$ cat config.mk
export PLATFORM = sky130hd
export DESIGN_NAME = dual_ratio_clkdiv
export DESIGN_NICKNAME = d
export VERILOG_FILES = /design/src/rtl/clkdiv_pkg.sv /design/src/rtl/clkdiv_en_sync.sv /design/src/rtl/clkdiv_bank.sv /design/src/rtl/dual_ratio_clkdiv.sv
export SDC_FILE = /design/constraint.sdc
export NUM_CORES = 1
export LEC_CHECK = 0
export BUFFER_PORTS_ARGS = -buffer_cell sky130_fd_sc_hd__buf_4
export CAP_MARGIN = 20
export CELL_PAD_IN_SITES_DETAIL_PLACEMENT = 0
export CELL_PAD_IN_SITES_GLOBAL_PLACEMENT = 1
export CORE_UTILIZATION = 40
export CTS_CLUSTER_DIAMETER = 80
export DETAILED_ROUTE_END_ITERATION = 10
export PLACE_DENSITY = 0.79
export SYNTH_ARGS = -nofsm -noshare
export SYNTH_HDL_FRONTEND = slang
export SYNTH_SLANG_ARGS = --single-unit
$ cat constraint.sdc
create_clock -name clk_i -period 2.03 [get_ports clk_i]
set_clock_uncertainty 0.2 [all_clocks]
set_input_delay 0.3045 -clock clk_i [delete_from_list [all_inputs] [get_ports clk_i]]
set_output_delay 0.3045 -clock clk_i [all_outputs]
set_load 0.05 [all_outputs]
$ cat src/rtl/clkdiv_pkg.sv
`timescale 1ns/1ps
package clkdiv_pkg;
  localparam int unsigned DEF_PAIRS = 2;
  localparam int unsigned DEF_SYNC  = 2;

  function automatic int unsigned max2(input int unsigned a, input int unsigned b);
    return (a > b) ? a : b;
  endfunction
endpackage

$ cat src/rtl/clkdiv_en_sync.sv
`timescale 1ns/1ps
module clkdiv_en_sync #(
  parameter int unsigned STAGES = 2
) (
  input  logic clk_i,
  input  logic rst_ni,
  input  logic en_ni,
  output logic run_o
);
  logic [STAGES-1:0] st_q;

  always_ff @(posedge clk_i or negedge rst_ni) begin
    if (!rst_ni) begin
      st_q <= '0;
    end else begin
      st_q[0] <= ~en_ni;
      for (int i = 1; i < int'(STAGES); i++) st_q[i] <= st_q[i-1];
    end
  end

  assign run_o = st_q[STAGES-1];
endmodule

$ cat src/rtl/clkdiv_bank.sv
`timescale 1ns/1ps
module clkdiv_bank import clkdiv_pkg::*; #(
  parameter int unsigned DIV_LO = 2,
  parameter int unsigned DIV_HI = 4,
  parameter int unsigned PAIRS  = 2
) (
  input  logic             clk_i,
  input  logic             rst_ni,
  input  logic             run_i,
  input  logic             clr_i,
  input  logic             sel_i,
  output logic [PAIRS-1:0] q_o,
  output logic [PAIRS-1:0] qn_o
);
  localparam int unsigned DIV_MAX = max2(DIV_LO, DIV_HI);
  localparam int unsigned CW      = $clog2(DIV_MAX);
  localparam logic [CW-1:0] LO_LAST = CW'(DIV_LO - 1);
  localparam logic [CW-1:0] HI_LAST = CW'(DIV_HI - 1);
  localparam logic [CW-1:0] LO_HALF = CW'(DIV_LO / 2);
  localparam logic [CW-1:0] HI_HALF = CW'(DIV_HI / 2);

  logic [CW-1:0] cnt_q, cnt_d, cnt_inc, last, half;
  logic          sel_q, sel_d, hi_d;

  assign last    = sel_q ? HI_LAST : LO_LAST;
  assign half    = sel_q ? HI_HALF : LO_HALF;
  assign cnt_inc = cnt_q + 1'b1;

  // Ratio is (re)loaded only at phase zero, so no period is ever cut short.
  always_comb begin
    cnt_d = cnt_inc;
    sel_d = sel_q;
    hi_d  = (cnt_inc >= half);
    if (clr_i || cnt_q == last) begin
      cnt_d = '0;
      sel_d = sel_i;
      hi_d  = 1'b0;
    end else if (!run_i && cnt_q == '0) begin
      cnt_d = '0;
      sel_d = sel_i;
      hi_d  = 1'b0;
    end
  end

  always_ff @(posedge clk_i or negedge rst_ni) begin
    if (!rst_ni) begin
      cnt_q <= '0;
      sel_q <= 1'b0;
    end else begin
      cnt_q <= cnt_d;
      sel_q <= sel_d;
    end
  end

  // One true and one complement flop per pair: each drives its own load.
  for (genvar g = 0; g < int'(PAIRS); g++) begin : g_pair
    logic q_r, qn_r;
    always_ff @(posedge clk_i or negedge rst_ni) begin
      if (!rst_ni) begin
        q_r  <= 1'b0;
        qn_r <= 1'b1;
      end else begin
        q_r  <= hi_d;
        qn_r <= ~hi_d;
      end
    end
    assign q_o[g]  = q_r;
    assign qn_o[g] = qn_r;
  end
endmodule

$ cat src/rtl/dual_ratio_clkdiv.sv
`timescale 1ns/1ps
module dual_ratio_clkdiv import clkdiv_pkg::*; #(
  parameter int unsigned PAIRS       = DEF_PAIRS,
  parameter int unsigned A_LO        = 2,
  parameter int unsigned A_HI        = 4,
  parameter int unsigned B_LO        = 4,
  parameter int unsigned B_HI        = 6,
  parameter int unsigned SYNC_STAGES = DEF_SYNC
) (
  input  logic             clk_i,
  input  logic             rst_ni,
  input  logic             mreset_i,
  input  logic             en_ni,
  input  logic             sel_a_i,
  input  logic             sel_b_i,
  output logic [PAIRS-1:0] qa_o,
  output logic [PAIRS-1:0] qa_n_o,
  output logic [PAIRS-1:0] qb_o,
  output logic [PAIRS-1:0] qb_n_o
);
  logic run;

  clkdiv_en_sync #(.STAGES(SYNC_STAGES)) u_sync (
    .clk_i (clk_i),
    .rst_ni(rst_ni),
    .en_ni (en_ni),
    .run_o (run)
  );

  clkdiv_bank #(.DIV_LO(A_LO), .DIV_HI(A_HI), .PAIRS(PAIRS)) u_bank_a (
    .clk_i (clk_i),
    .rst_ni(rst_ni),
    .run_i (run),
    .clr_i (mreset_i),
    .sel_i (sel_a_i),
    .q_o   (qa_o),
    .qn_o  (qa_n_o)
  );

  clkdiv_bank #(.DIV_LO(B_LO), .DIV_HI(B_HI), .PAIRS(PAIRS)) u_bank_b (
    .clk_i (clk_i),
    .rst_ni(rst_ni),
    .run_i (run),
    .clr_i (mreset_i),
    .sel_i (sel_b_i),
    .q_o   (qb_o),
    .qn_o  (qb_n_o)
  );
endmodule

Word level (Yosys, flattened, before mapping):

Cells that the tools add are included.
Widths: inputs -> output; s select.

* register bits after elaboration: 13
* input port bits: 6
* word-level logic and storage cells: 43

* add/sub/neg operators: 2
* $lt $le $gt $ge: 2
* equality and inequality tests: 2
* mux-type cells: 16
* bitwise operators: 3
* reduce and logical (&&, ||, !) cells: 9

Operators by type and width (count)
* $mux 1: 9
* $mux 3: 3
* $mux 2: 4
* $reduce_bool 2->1: 2
* $add 3x1->3 const B: 1
* $eq 3x3->1: 1
* $ge 3x3->1: 1
* $logic_not 3->1: 1
* $not 1->1: 3
* $add 2x1->2 const B: 1
* $eq 2x2->1: 1
* $ge 2x2->1: 1
* $logic_and 1x1->1: 2
* $logic_not 2->1: 1
* $logic_or 1x1->1: 2
* $logic_not 1->1: 1

Depth between registers and ports, before layout:

* depth after elaboration: 5
* gate-level depth with buffers: 5

By module:

Synthesis repeated with hierarchy kept, for this count alone.

* cell total of the unflattened synthesis: 70
* area total of the unflattened synthesis: 743.2 µm²

By module, submodules not included
* clkdiv_bank (u_bank_b): times used 1, cells an instance 36, area an instance 380.4 µm²
* clkdiv_bank (u_bank_a): times used 1, cells an instance 31, area an instance 309.0 µm²
* clkdiv_en_sync: times used 1, cells an instance 3, area an instance 53.8 µm²

Least setup slack after synthesis:

Ideal clock, no wire load.

* path kind: flip-flop to flip-flop
* start: register u_bank_b.cnt_q[0]
* end: register u_bank_b.g_pair[0].qn_r
* library setup time: 0.088 ns
* arrival: 1.363 ns
* slack: 0.379 ns
* cell stages (with the launch flop): 6
* buffers on the path: 0
* clock period less this slack: 1.651 ns
* cells stage by stage: dfrtp_1 > inv_1 > ha_1 > nor3b_1 > or2_4 > or3_1

* word-level cells in the longest chain between the ends: 5
* elaborated cells on any way between the ends: 9
* those cells by class: 1 x add/sub; 1 x order compare; 1 x eq/ne; 2 x mux; 1 x bitwise; 3 x reduce/logical

RTL lines
* from (decl): RTL line clkdiv_bank.sv:22 `logic [CW-1:0] cnt_q, cnt_d, cnt_inc, last, half;`
* from (signal assigned): RTL line clkdiv_bank.sv:50 `cnt_q <= cnt_d;`
* $add 3x1->3 / $logic_not 3->1 (equally long branches): RTL line clkdiv_bank.sv:27, clkdiv_bank.sv:38
* $ge 3x3->1 / $logic_and 1x1->1 (equally long branches): RTL line clkdiv_bank.sv:33, clkdiv_bank.sv:38
* $mux 1: RTL line clkdiv_bank.sv:38 `end else if (!run_i && cnt_q == '0) begin`
* $mux 1 *: RTL line clkdiv_bank.sv:34 `if (clr_i || cnt_q == last) begin`
* $not 1->1 *: RTL line clkdiv_bank.sv:64 `qn_r <= ~hi_d;`
* to (signal assigned): RTL line clkdiv_bank.sv:64
* to (decl): RTL line clkdiv_bank.sv:57 `logic q_r, qn_r;`

Every way passes the cells marked *; elsewhere a longest branch is shown, timed or not.
A chain may end at the register's enable or synchronous reset.

Worst setup path after layout:

Same ends and word-level chain as after synthesis.

==> flow_summary.toml <==
[run_status]
status = "finished with violations"
violations = "design-rule violations"

[hold_path]
holdPathStages = 2
holdPathEnd = "u_bank_a.cnt_q[0]"
hold_start = "mreset_i"
hp-class = "primary input to flop"

[routing]
wl_met3_um = 70
remaining_drc_errors = 3
antenna_left = 0
route.met2.wl_um = 409
wire_per_inst_um = 10.90
totalWireLength_um = 959
vias_per_cell = 5.250
dr.first_iter.drc_count = 6
via_count = 462
met1Wirelength_um = 468
routed.top_layer = "met4"
first_pass_iters = 6

[job]
cap_violations = 0

[clocking]
cts_resized = 0
cts_sinks = 13
cts_buffer_depth = 2
clockRootBuffer = "clkbuf_4"
htree_levels = 1
numCtsBuffers = 3
clk-insertion-delay-late_ps = 270
cts_setup_buffers = 0
clk_pin_slew_worst_paths_ps = 70
cts_tree = "done"

[grt]
grt_usage = 0.1240
grt_pass1_wl_um = 1642
grt_max_degree = 14
gr-total-overflow = 0
antenna_found_initial = 0
grt_pass1_vias = 400

[floorplan]
initial_core_util = 0.4454
die_w_um = 43.67
core_um2 = 1559
dieArea_um2 = 1907
fp-row-count = 14
fp.dieH_um = 43.67
io_pins = 14

[finish]
drive_above_1_share = 0.3194
stdcell_area_um2 = 798.3
final_cell_mix = "buf_4 (13), dfrtp_1 (11), inv_1 (8)"
final_common_cell = "buf_4"
fill_cells = 141
nets = 85
area_delta_synth_final_pct = 14.96
regArea_um2 = 327.8
antenna_cells = 0
multi_input_area_um2 = 276.5

[worst_setup_path]
r2r_setup_slack_ps = 260
worstRegToRegCells = 5
critPathMaxFanout = 5
critPathKind = "flop to flop"
cp_data_required_time_ps = 2020
cp.arrival_ps = 1750
timing.rr.start = "u_bank_b.cnt_q[0]"
cpMaxStageDelayCell = "dfrtp_1"
r2r-end = "u_bank_b.g_pair[0].qn_r"
crit_path_end_kind = "flop"
cp_cell_sequence = "inv_1, ha_1, nor3b_1, or2_4, or3_1"
start_kind = "flop"
max_stage_delay_ps = 420

[logic_synthesis]
netlist_instances = 61
ys_ff_latch = 13
seq_area_frac_synth = 0.4721
ys_warn_count = 0
dominantRegCellSynth = "dfrtp_1"
syn_area_um2 = 694.4
syn_avg_cell_area_um2 = 11.38
ys_types = 27
async_reset_ff_frac = 1.000
synth_edf_count = 0
synth_nets = 73

[timing]
setup-violations-final = 0
tns_ps = 0
grt_setup_unrepaired = "false"
clock.fmax_mhz = 566.4
min_period_ps = 1765
worst_slew_pin_slew_ps = 373.5
slew-limit-headroom = 0.7505
slew_viol_final = 0
period_share = 0.8697
hold_violations = 0

[placed_design]
place_congestion = 0.7515
dp.final_hpwl_um = 735
portBuffers = 13
placed_area_um2 = 752.0

[pwr]
peakVddDrop_v = 0.0006046
p_per_area_nw_per_um2 = 852.6
power_leakage_nw = 0.3869
## metal layers
metal | track usage | up-vias
met1 | 0.1440 | 219
met5 | 0 | -
met2 | 0.1821 | 15
met3 | 0.07500 | 2
li1 | - | 226
met4 | 0.05625 | 0
## worst max path at each step
stage	from	end	slack (ps)	cells past startpoint
detailed placement	u_bank_b.cnt_q[0]	u_bank_b.g_pair[0].qn_r	260	5
floorplan	u_bank_b.cnt_q[0]	u_bank_b.g_pair[0].qn_r	380	5
global placement	u_bank_b.cnt_q[0]	u_bank_b.g_pair[0].qn_r	270	5
global route	u_bank_b.cnt_q[0]	u_bank_b.g_pair[0].qn_r	190	5
finish	u_bank_b.cnt_q[0]	u_bank_b.g_pair[0].qn_r	260	5
CTS	u_bank_b.cnt_q[0]	u_bank_b.g_pair[0].qn_r	250	5
## flip-flops by register name (all words and copies together) (netlist names)
| signal | cells |
|---|---|
| u_bank_b.cnt_q | 3 |
| u_bank_a.cnt_q | 2 |
| u_sync.st_q | 2 |
| u_bank_a.g_pair.q_r | 1 |
| u_bank_a.g_pair.qn_r | 1 |
| u_bank_a.sel_q | 1 |
| u_bank_b.g_pair.q_r | 1 |
| u_bank_b.g_pair.qn_r | 1 |
| u_bank_b.sel_q | 1 |
## critical path: cells and delay by family, from the launching register on
kind / cells / cell delay, ps
buffers and inverters: 1 / 110
adders and majority gates: 1 / 200
and+or+nand+nor: 3 / 770
DFF: 1 / 420
## cells by family after synthesis
kind of cell,share of synthesized area
buffers and inverters,0.1297
flip-flops,0.4721
adder cells (fa/ha/maj),0.1081
multiplexers,0.01622
XOR/XNOR,0.02523
AO/OA/AOI/OAI,0.1279
AND/OR/NAND/NOR,0.1207
## what timing repair did
| item | in CTS | in global routing |
|---|---|---|
| hold buffers | 2 | 0 |
| setup endpoints to repair | 0 | 0 |
| endpoints found under the hold margin | 14 | 0 |
## area by class of cell
cell class	count	share of cell area
Clock buffer	4	0.03292
Inverter	8	0.03762
Multi-Input combinational cell	32	0.3464
Sequential cell	13	0.4107
Tap cell	16	0.02508
Timing Repair Buffer	15	0.1473
## cell usage after synthesis (all sizes together) (2+ instances only)
library cell / number / area, µm²
dfrtp: 11 / 275.3
buf: 8 / 60.06
inv: 8 / 30.03
ha: 6 / 75.07
nor3b: 4 / 30.03
a21oi: 2 / 13.76
dfstp: 2 / 52.55
o21a: 2 / 15.01
## per-stage QoR
stage	hold slack, ps	power, W	instances	util	setup slack (ps)
after detailed placement	-46.43	0.0005338	82	0.4823	264.4
after global routing	38.09	0.0007243	88	0.5120	188.7
final	47.34	0.0006806	88	0.5120	264.6
after global placement	-46.32	0.0005319	82	0.4823	274.7
after CTS	39.62	0.0006907	88	0.5120	251.8
after floorplan	-191.1	0.0004992	61	-	378.5
## power by group
part | internal, W | switching, W
Clock | 0.0000760 | 0.0000735
Combinational | 0.0000840 | 0.000137
Sequential | 0.000289 | 0.0000212
Total | 0.000449 | 0.000232
Power figures use the tool's default switching activity.
